--- src/rtl/dyn_delay_line.sv ---
module dyn_delay_line #(
  parameter int WIDTH     = 8,
  parameter int STAGES    = 2,
  parameter int SEG_DEPTH = 16,
  parameter bit OUT_REG   = 1'b0,
  localparam int TOTAL    = SEG_DEPTH * STAGES,
  localparam int DEPTH_W  = $clog2(TOTAL)
) (
  input  logic               clk,
  input  logic               ce,
  input  logic [WIDTH-1:0]   din,
  input  logic [DEPTH_W-1:0] depth,
  output logic [WIDTH-1:0]   dout
);

  logic [WIDTH-1:0] tap_all [TOTAL];
  logic [WIDTH-1:0] link    [STAGES+1];
  logic [WIDTH-1:0] sel_word;

  assign link[0] = din;

  for (genvar s = 0; s < STAGES; s++) begin : g_seg
    logic [WIDTH-1:0] mem [SEG_DEPTH] = '{default: '0};

    always_ff @(posedge clk) begin
      if (ce) begin
        mem[0] <= link[s];
        for (int k = 1; k < SEG_DEPTH; k++) mem[k] <= mem[k-1];
      end
    end

    assign link[s+1] = mem[SEG_DEPTH-1];
    for (genvar k = 0; k < SEG_DEPTH; k++) begin : g_tap
      assign tap_all[s*SEG_DEPTH + k] = mem[k];
    end
  end

  assign sel_word = (int'(depth) < TOTAL) ? tap_all[depth] : tap_all[TOTAL-1];

  if (OUT_REG) begin : g_oreg
    logic [WIDTH-1:0] q = '0;
    always_ff @(posedge clk) if (ce) q <= sel_word;
    assign dout = q;
  end else begin : g_ocomb
    assign dout = sel_word;
  end

  logic primed = 1'b0;
  always_ff @(posedge clk) primed <= 1'b1;


  hold_ends_chk: assert property (@(posedge clk) disable iff (!primed)
    !ce |=> ($stable(tap_all[0]) && $stable(tap_all[TOTAL-1])));


  newest_tap_chk: assert property (@(posedge clk) disable iff (!primed)
    ce |=> ((depth != '0) || (sel_word == $past(din))));

  if (STAGES > 1) begin : g_casc_chk

    seg_link_chk: assert property (@(posedge clk) disable iff (!primed)
      ce |=> (tap_all[SEG_DEPTH] == $past(tap_all[SEG_DEPTH-1])));
  end

  if (OUT_REG) begin : g_oreg_chk

    oreg_hold_chk: assert property (@(posedge clk) disable iff (!primed)
      !ce |=> $stable(dout));
  end

endmodule

--- config.mk ---
export PLATFORM = sky130hd
export DESIGN_NAME = dyn_delay_line
export DESIGN_NICKNAME = d
export VERILOG_FILES = /design/src/rtl/dyn_delay_line.sv
export SDC_FILE = /design/constraint.sdc
export NUM_CORES = 1
export LEC_CHECK = 0
export CAP_MARGIN = 20
export CELL_PAD_IN_SITES_DETAIL_PLACEMENT = 1
export CELL_PAD_IN_SITES_GLOBAL_PLACEMENT = 1
export CORE_MARGIN = 2
export CORE_UTILIZATION = 31
export DETAILED_ROUTE_END_ITERATION = 12
export PLACE_DENSITY_LB_ADDON = 0.1
export SYNTH_ARGS = -nofsm -noshare
export SYNTH_HDL_FRONTEND = slang
export SYNTH_SLANG_ARGS = --single-unit
--- constraint.sdc ---
create_clock -name clk -period 3.3 [get_ports clk]
set_clock_uncertainty 0.15 [all_clocks]
set_input_delay 0.495 -clock clk [delete_from_list [all_inputs] [get_ports clk]]
set_output_delay 0.495 -clock clk [all_outputs]
set_load 0.02 [all_outputs]
# --- After elaboration in Yosys (flattened, before gate mapping) ---
# Memories as Yosys holds them, arrays and structs flattened.
# Index checks and enable logic that the tools add are counted.
word_totals:
  mem_bits_rw: 256
  register_bits: 0
  romBits: 0
  latchBits: 0
  input_bits: 15
  word_cells: 9
  n_memories: 2
  output_inout_bits: 8
classes:
  n_div: 0
  n_mux: 5
  reduce_logical: 0
  magnitude_cmp: 1
  n_eq_ne: 0
  n_bitwise: 1
  shifts: 0
  n_mul: 0
  add_sub_neg: 0
mem_list:
  columns: ["memory", "words", "word_bits", "rd", "rd_clocked_by_memory_dff", "write_ports", "line", "text"]
  rows:
  - ["g_seg[0].mem", 16, 8, 16, 0, 16, "23", "logic [WIDTH-1:0] mem [SEG_DEPTH] = '{default: '0};"]
  - ["g_seg[1].mem", 16, 8, 16, 0, 16, "23", null]
ops:
  columns: ["operator", "n"]
  rows:
  - ["$bmux W8 S5", 1]
  - ["$mux W8", 2]
  - ["$ge A6 B6 Y1 const B", 1]
  - ["$not A5 Y6", 1]
  - ["$mux W1", 2]

# --- Depth between registers and ports, before layout ---
depth:
  ltp_word: 4
  mapped_depth: 5
  mapped_depth_nobuf: 3

# --- Worst setup path before layout ---
# Ideal clock, no wire load.
synth_timing:
  path_type: "input port to output port"
  from: "input port depth[2]"
  to: "output port dout[0]"
  cell_stages: 5
  n_path_buf: 2
  setup_slack_ns: 0.408
  arrival_time_ns: 2.247
  path_cell_list: "clkbuf_1 -> buf_1 -> mux4_2 -> mux4_2 -> mux2_2"
synth_between:
  elab_chain_len: 4
synth_rtl:
  columns: ["element", "line", "text"]
  rows:
  - ["from (decl)", "12", "input logic [DEPTH_W-1:0] depth,"]
  - ["$not A5 Y6 (not written as such)", "38", "assign sel_word = (int'(depth) < TOTAL) ? tap_all[depth] : tap_all[TOTAL-1];"]
  - ["$bmux W8 S5", "38", null]
  - ["$mux W8 (not written as such) (2 in a row)", "38", null]
  - ["to (decl)", "13", "output logic [WIDTH-1:0] dout"]
# Every way passes these cells. The select of a mux whose other input is x is not followed.

==> flow_summary.json <==
{
  "worst_pin_slew_ps": 613,
  "setup_violations": 0,
  "drtPass1Iterations": 4,
  "clock.fmax_mhz": 313,
  "num_rows": 64,
  "slew_headroom_pct": 59.2,
  "root_buffer": "clkbuf_16",
  "grt_pass1_wl_mm": 28.0,
  "pin_count": 23,
  "antenna_found_initial": 1,
  "largest_register": "g_seg.mem",
  "setup_ws_ps": 110,
  "layout_common_cells": "256 x edfxtp_1, 80 x mux4_2, 29 x clkbuf_16, 11 x clkbuf_1, 11 x clkdlybuf4s50_1",
  "grt_max_degree": 75,
  "fin_crit_sh_pct": 96.7,
  "reg.largest.list": "g_seg.mem x256",
  "final_common_cell": "edfxtp_1",
  "ff2ff_setup_slack_ps": 2460,
  "area_growth_pct": 17.3,
  "power.total_mw": 7.24,
  "whs_ps": 277,
  "crit_required_ps": 2650,
  "yosys.area.top_type": "edfxtp_1",
  "synth_top_cell_area_share_pct": 79.4,
  "cp-start-kind": "flip-flop",
  "ant_nets": 0,
  "initial_utilization_pct": 31.6,
  "vias": 3995,
  "largest_reg_flops": 256,
  "hold_class": "input port to flip-flop",
  "pre_cts_slack_ps": -109,
  "yosysUniqueCellTypes": 8,
  "cellInternalPower_mw": 5.72,
  "cts_buffer_depth": 3,
  "power.density_nw_per_um2": 637,
  "cts_tree": "done",
  "crit_arrival_ps": 2550,
  "grt_usage_pct": 11.0,
  "via_per_inst": 4.82,
  "dieArea_um2": 32700,
  "core_area_um2": 30700,
  "dp_hpwl_mm": 9.70,
  "clk_pin_slew_ps": 60,
  "antenna_cells": 0,
  "wl_mm": 17.4,
  "drv_cap": 0,
  "worst-path-max-fanout": 2,
  "gp_congestion": 0.662,
  "combPwrFrac_pct": 6.2,
  "vdd_drop_max_v": 0.000347,
  "power.leakage_nw": 3.67,
  "report.final.hold_viol_count": 0,
  "h-tree-depth": 1,
  "grt_pass1_vias": 4470,
  "syn_avg_cell_area_um2": 26.7,
  "drt_first_iter_violations": 277,
  "wl_per_cell_um": 21.0,
  "grt_remaining_overflow": 0,
  "clock_latency_ps": 530,
  "die_y_um": 181,
  "final_cell_area_um2": 11400,
  "synth.top_cells.by_area": "edfxtp_1 79%, mux4_2 19%, mux2_2 0.93%",
  "io_buffers": 22,
  "drive_above_1_share_pct": 32.2,
  "placed_area_um2": 10500,
  "outcome": "completed",
  "rsz0062_at_grt": "no",
  "synth-seq-cells": 256,
  "die_w_um": 181,
  "cts_buffers": 29,
  "synth_area_um2": 9680,
  "p_seq_share_pct": 53.7,
  "p_switching_mw": 1.52,
  "yosysSeqAreaShare_pct": 79.4,
  "drv_slew": 0,
  "synth_nets": 378,
  "cts_setup_buffers": 0,
  "clkPwrFrac_pct": 40.2,
  "fin_crit_ps": 3190,
  "syn_inst": 363,
  "switching_share_pct": 21.0,
  "clock-sinks": 256,
  "endpoint_kind": "output pin",
  "route.detailed.drc": 0,
  "critical_path_class": "flip-flop to output pin",
  "nets": 426,
  "yosys_warnings": 0,
  "final_util_pct": 37.0
}
-- timing repair --
action,4_1_cts,5_1_grt
hold buffers,0,0
hold endpoints to repair,0,0
setup endpoints to repair,8,0
resized for setup,8,0
-- logic make-up (layout without fill, tap and decap cells) --
logic type,count (synthesis),count (layout),share of synthesized area (%)
buffers and inverters,19,88,1.06
flip-flops,256,256,79.4
multiplexers,88,88,19.5
-- power by group through the flow --
stage,Combinational (mW),Clock (mW),Sequential (mW)
2_1_floorplan,0.274,0,3.91
3_3_place_gp,0.470,0,3.95
3_5_place_dp,0.471,0,3.95
4_1_cts,0.460,3.03,3.89
5_1_grt,0.482,3.14,3.91
6_report,0.445,2.91,3.89
-- worst max-delay path, stage by stage, from the launching register on --
cell and delay (ps):
edfxtp_1 420, mux4_2 490, mux4_2 480, mux2_2 300
dlygate4sd2_1 320
-- area by class of cell --
cell class	count	area, µm²
flip-flops and latches	256	7690
clock inverters	12	78.8
well taps	396	495
clock buffers	40	767
repair buffers	36	438
fillers	2871	19300
multi-input cells	88	1890
-- final timing paths --
check | start | endpoint | depth (start not counted)
worst max-delay path | g_seg[0].mem[1][58] | dout[2] | 4
worst min-delay path | ce | g_seg[0].mem[0][37] | 1
worst max register to register | g_seg[0].mem[1][62] | g_seg[1].mem[0][6] | 0
worst min register to register | g_seg[0].mem[1][49] | g_seg[0].mem[1][57] | 0
-- through the flow --
step           std cells  setup TNS, ps
2_1_floorplan        363              0
6_report             828              0
4_1_cts              828              0
3_5_place_dp         776           -683
5_1_grt              828              0
3_3_place_gp         776           -807
-- synthesized netlist by cell type --
cell type and number:
buf_2 1, buf_4 6, mux2_2 8, mux4_2 80
buf_1 6, edfxtp_1 256, clkbuf_1 5, buf_6 1
-- routing by layer --
| metal | wire (µm) | global-route usage (%) |
|---|---|---|
| met1 | 8460 | 16.8 |
| met2 | 7850 | 15.7 |
| met5 | 7 | 0 |
| met3 | 584 | 2.34 |
| met4 | 460 | 3.42 |
Power figures use the tool's default switching activity.
